$ cat config.mk
export PLATFORM = sky130hd
export DESIGN_NAME = tdr_pulse_seq
export DESIGN_NICKNAME = d
export VERILOG_FILES = /design/src/rtl/tdr_pkg.sv /design/src/rtl/tdr_launch.sv /design/src/rtl/tdr_shot_timer.sv /design/src/rtl/tdr_drive_map.sv /design/src/rtl/tdr_pulse_seq.sv
export SDC_FILE = /design/constraint.sdc
export NUM_CORES = 1
export LEC_CHECK = 0
export ABC_AREA = 1
export CAP_MARGIN = 20
export CELL_PAD_IN_SITES_DETAIL_PLACEMENT = 0
export CELL_PAD_IN_SITES_GLOBAL_PLACEMENT = 1
export CORE_AREA = 5 5 45 47
export DETAILED_ROUTE_END_ITERATION = 10
export DIE_AREA = 0 0 50 52
export DONT_BUFFER_PORTS = 1
export PLACE_DENSITY_LB_ADDON = 0.1
export SKIP_CTS_REPAIR_TIMING = 1
export SKIP_LAST_GASP = 1
export SYNTH_ARGS = -nofsm -noshare
export SYNTH_HDL_FRONTEND = slang
export SYNTH_SLANG_ARGS = --single-unit
$ cat constraint.sdc
create_clock -name clk -period 2.2 [get_ports clk]
set_input_delay 0.44 -clock clk [delete_from_list [all_inputs] [get_ports clk]]
set_output_delay 0.44 -clock clk [all_outputs]
set_load 0.1 [all_outputs]
$ cat src/rtl/tdr_pkg.sv
package tdr_pkg;

    localparam int NUM_PAIRS = 2;
    localparam int CODE_W    = 3;

    typedef enum logic {
        DRV_LINK = 1'b0,
        DRV_FAST = 1'b1
    } drv_mode_e;

    typedef enum logic {
        POL_POS = 1'b0,
        POL_NEG = 1'b1
    } pol_e;

    typedef struct packed {
        drv_mode_e mode;
        logic      pair;
        pol_e      pol;
    } shot_t;

    // Clock count for one shot; zero means no line is driven.
    function automatic int shot_clocks(input drv_mode_e mode,
                                       input logic [CODE_W-1:0] code,
                                       input int short_clks,
                                       input int long_clks,
                                       input int long_min_code);
        if (code == '0)
            return 0;
        if (mode == DRV_FAST)
            return int'(code);
        if (int'(code) >= long_min_code)
            return long_clks;
        return short_clks;
    endfunction

endpackage

$ cat src/rtl/tdr_launch.sv
module tdr_launch (
    input  logic clk,
    input  logic rst,
    input  logic enable,
    input  logic send_req,
    input  logic busy,
    output logic fire
);
    logic send_prev;

    always_ff @(posedge clk) begin
        if (rst)
            send_prev <= 1'b0;
        else
            send_prev <= send_req;
    end

    assign fire = enable && send_req && !send_prev && !busy;
endmodule

$ cat src/rtl/tdr_shot_timer.sv
module tdr_shot_timer #(
    parameter int CNT_W = 4
) (
    input  logic             clk,
    input  logic             rst,
    input  logic             load,
    input  logic [CNT_W-1:0] load_len,
    input  logic             abort,
    output logic             active
);
    logic [CNT_W-1:0] remain;

    always_ff @(posedge clk) begin
        if (rst) begin
            active <= 1'b0;
            remain <= '0;
        end else if (abort) begin
            active <= 1'b0;
            remain <= '0;
        end else if (load) begin
            active <= 1'b1;
            remain <= load_len - CNT_W'(1);
        end else if (active) begin
            if (remain == '0)
                active <= 1'b0;
            else
                remain <= remain - CNT_W'(1);
        end
    end
endmodule

$ cat src/rtl/tdr_drive_map.sv
module tdr_drive_map
    import tdr_pkg::*;
#(
    parameter int PAIRS = 2
) (
    input  logic             active,
    input  shot_t            shot,
    output logic [PAIRS-1:0] fast_pos,
    output logic [PAIRS-1:0] fast_neg,
    output logic [PAIRS-1:0] link_pulse
);
    for (genvar p = 0; p < PAIRS; p++) begin : g_pair
        logic here;
        assign here          = active && (int'(shot.pair) == p);
        assign fast_pos[p]   = here && shot.mode == DRV_FAST && shot.pol == POL_POS;
        assign fast_neg[p]   = here && shot.mode == DRV_FAST && shot.pol == POL_NEG;
        assign link_pulse[p] = here && shot.mode == DRV_LINK;
    end
endmodule

$ cat src/rtl/tdr_pulse_seq.sv
module tdr_pulse_seq
    import tdr_pkg::*;
#(
    parameter int LINK_SHORT_CLKS    = 7,
    parameter int LINK_LONG_CLKS     = 13,
    parameter int LINK_LONG_MIN_CODE = 4
) (
    input  logic       clk,
    input  logic       rst,
    input  logic       tdr_en,
    input  logic       fast_mode,
    input  logic       pair_sel,
    input  logic       send_req,
    input  logic [2:0] pulse_width,
    output logic       drv_takeover,
    output logic [1:0] fast_pos,
    output logic [1:0] fast_neg,
    output logic [1:0] link_pulse,
    output logic       monitor_start,
    output logic       pulse_busy
);
    localparam int MAX_CLKS = (LINK_LONG_CLKS > 7) ? LINK_LONG_CLKS : 7;
    localparam int CNT_W    = $clog2(MAX_CLKS + 1);

    logic             fire;
    logic             active;
    logic             load;
    logic [CNT_W-1:0] len;
    drv_mode_e        mode_in;
    pol_e             next_pol;
    shot_t            shot_q;
    logic             mstart_q;
    logic             take_q;

    assign mode_in = drv_mode_e'(fast_mode);

    tdr_launch u_launch (
        .clk      (clk),
        .rst      (rst),
        .enable   (tdr_en),
        .send_req (send_req),
        .busy     (active),
        .fire     (fire)
    );

    assign len  = CNT_W'(shot_clocks(mode_in, pulse_width, LINK_SHORT_CLKS,
                                     LINK_LONG_CLKS, LINK_LONG_MIN_CODE));
    assign load = fire && (len != '0);

    tdr_shot_timer #(.CNT_W(CNT_W)) u_timer (
        .clk      (clk),
        .rst      (rst),
        .load     (load),
        .load_len (len),
        .abort    (!tdr_en),
        .active   (active)
    );

    always_ff @(posedge clk) begin
        if (rst) begin
            shot_q   <= '{mode: DRV_LINK, pair: 1'b0, pol: POL_POS};
            next_pol <= POL_POS;
            mstart_q <= 1'b0;
            take_q   <= 1'b0;
        end else begin
            mstart_q <= fire;
            take_q   <= tdr_en;
            if (load) begin
                shot_q <= '{mode: mode_in, pair: pair_sel, pol: next_pol};
                if (mode_in == DRV_FAST)
                    next_pol <= (next_pol == POL_POS) ? POL_NEG : POL_POS;
            end
        end
    end

    tdr_drive_map #(.PAIRS(NUM_PAIRS)) u_map (
        .active     (active),
        .shot       (shot_q),
        .fast_pos   (fast_pos),
        .fast_neg   (fast_neg),
        .link_pulse (link_pulse)
    );

    assign monitor_start = mstart_q;
    assign pulse_busy    = active;
    assign drv_takeover  = take_q;
endmodule

==> flow_summary.yaml <==
min_path:
  hold_class: "in2reg"
  hold_end: "shot_q[2]"
  hp-start: "rst"
  worstHoldPathCells: 1
routing:
  first_pass_iters: 4
  drc: 0
  vias: 558
  wl_per_cell_um: 10.7
  routed_wl_mm: 1.23
  vias_per_cell: 4.85
  final_antenna_net_count: 0
  drt_iter0_drc: 6
power_and_ir_drop:
  ir_worst_vdd_uv: 297
  power_per_cell_area_nw_per_um2: 535
  p_leak_uw: 0.000364
status:
  status: "complete, no violations"
floorplan:
  dieArea_um2: 2600
  row_count: 15
  io_pins: 18
  coreArea_um2: 1610
  die_y_um: 52
  start_util: 0.398
  die_x_um: 50
critical_path:
  worst_ep_arrival_time_ns: 1.34
  rr_startpoint: "u_timer.active"
  r2r_slack_ns: 0.70
  cp-start-kind: "flop"
  crit_path_end_kind: "primary output"
  crit-reg2reg-capture: "u_timer.remain[2]"
  cp.required_ns: 1.76
  reg2regPathDepth: 9
  cp_max_fo: 5
  crit_type: "reg2out"
synthesis:
  synth_area_leaders: "dfxtp_1 (37%), nand2_1 (7.6%), inv_1 (7.0%), nand2_4 (7.0%), nor2_1 (6.4%)"
  syn-num-nets: 97
  syn_area_per_cell_um2: 7.38
  ys_seq_area_frac: 0.374
  ys_ff_latch: 12
  netlist_area_um2: 642
  synth_top_area_frac: 0.374
  ys.warnings.count: 0
  synthDistinctLibCells: 18
  netlist_instances: 87
  synth_top_area_cell: "dfxtp_1"
timing:
  fmax_mhz: 561
  report.final.slew_viol_count: 0
  setup_viol: 0
  maxSlewHeadroom: 0.815
  rsz0062_at_grt: "false"
  tns_ns: 0
  tightest_slew_ns: 0.278
  finalCritPeriodShare: 0.810
  finalCriticalPeriod_ns: 1.78
  fin_skew_ns: 0.000451
  hold_violations: 0
global_routing:
  grt_pass1_vias: 519
  grt_antenna_before_repair: 0
  use_met1: 0.135
  overflow: 0
  grt.total_usage: 0.116
  grt_pass1_wl_mm: 2.26
  grt-busiest-layer: "met2"
  grt_use_met3: 0.0516
  use_met2: 0.174
  grt_max_degree: 12
clocking:
  cts_root_buffer: "clkbuf_4"
  clk_pin_slew_ns: 0.07
  cts_tree: "done"
  cts_buffer_depth: 2
  cts-buffers-inserted: 3
  cts.sinks: 12
  htree_levels: 1
  clk_latency_ns: 0.26
finish:
  finalNonFillerCells: 115
  area_growth_pct: 31.8
  nFillCells: 177
  final_nets: 110
  drive_gt1_frac: 0.327
  antenna_cells: 0
placement:
  portBuffers: 0
  dpl.cell_count: 112
  gp_congestion: 0.767
  place_hpwl_mm: 1.02
job:
  maxCapViolations: 0
critical path: stages, from the launching register on:
cell	delay [ns]
dfxtp_1	0.48
nand3_1	0.25
nor2_4	0.17
buf_12	0.18
sequential cells by signal, indices dropped and copies added (netlist names):
register and flops:
u_timer.remain 4, u_timer.active 1, shot_q 3, drv_takeover 1, next_pol 1, u_launch.send_prev 1, monitor_start 1
metrics by stage:
stage	hold slack [ns]	area, um^2	worst slack, ns	power [uW]	util
2_1_floorplan	0.474	696	0.101	315	-
3_3_place_gp	0.501	823	0.709	327	0.510
3_5_place_dp	0.503	823	0.683	328	0.510
4_1_cts	0.229	846	0.400	457	0.524
5_1_grt	0.216	846	0.317	487	0.524
6_report	0.236	846	0.418	452	0.524
layout by cell type (no fill, tap or decap), drive strengths merged, types with 2 or more instances in the layout:
cell type	n
nor3	3
inv	14
dfxtp	12
o21ai	6
a21oi	6
xor2	2
clkbuf	3
nor2	12
nand3	7
nand2	22
buf	9
synthesized netlist by cell type:
cell     number
dfxtp_1      12
o21ai_0       5
inv_2         2
inv_1        12
nand3_1       7
o31ai_1       1
nor2_1       11
nand2_2       5
a21oi_1       5
o21ai_1       1
ha_1          1
nor2_8        1
nand2_1      13
a21oi_2       1
nor3_1        3
buf_6         1
nand2_4       4
xor2_1        2
report_power, final:
part           switching [uW]  leakage, uW  total [uW]  internal [uW]
Clock                    67.2    0.0000138         130           63.2
Sequential               8.73    0.0000986         236            227
Combinational            60.8     0.000252        86.4           25.6
Total                     137     0.000364         452            316
cell type report:
type                    count  area [um^2]  share of cell area
flip-flops and latches     12          241               0.286
well taps                  17         21.3              0.0251
repair buffers              9          118               0.139
clock buffers               3         22.5              0.0266
multi-input cells          60          390               0.462
inverters                  14         52.6              0.0621
kinds of logic (layout without fill, tap and decap cells):
logic type | after synthesis | after routing | share of synthesized area
flip-flops | 12 | 12 | 0.374
AO/OA/AOI/OAI | 13 | 13 | 0.111
adder cells (fa/ha/maj) | 1 | 1 | 0.0195
AND/OR/NAND/NOR | 44 | 44 | 0.368
XOR/XNOR | 2 | 2 | 0.0273
buffers and inverters | 15 | 26 | 0.0994
worst max path at each step:
stage | start | to | cells after the start
after global routing | shot_q[2] | fast_pos[0] | 3
final | shot_q[2] | fast_pos[0] | 3
after CTS | shot_q[2] | fast_pos[0] | 3
after global placement | shot_q[2] | fast_pos[0] | 3
after detailed placement | pulse_width[2] | u_timer.remain[2] | 9
after floorplan | u_timer.active | link_pulse[0] | 2
layer usage:
metal	up-vias	part of all wire	routed length [um]
met4	0	0.0057	7
met1	252	0.46	569
met3	2	0.046	57
met5	-	0	0
li1	297	-	-
met2	7	0.48	597
Note: power is estimated with default switching activity, not from simulation.
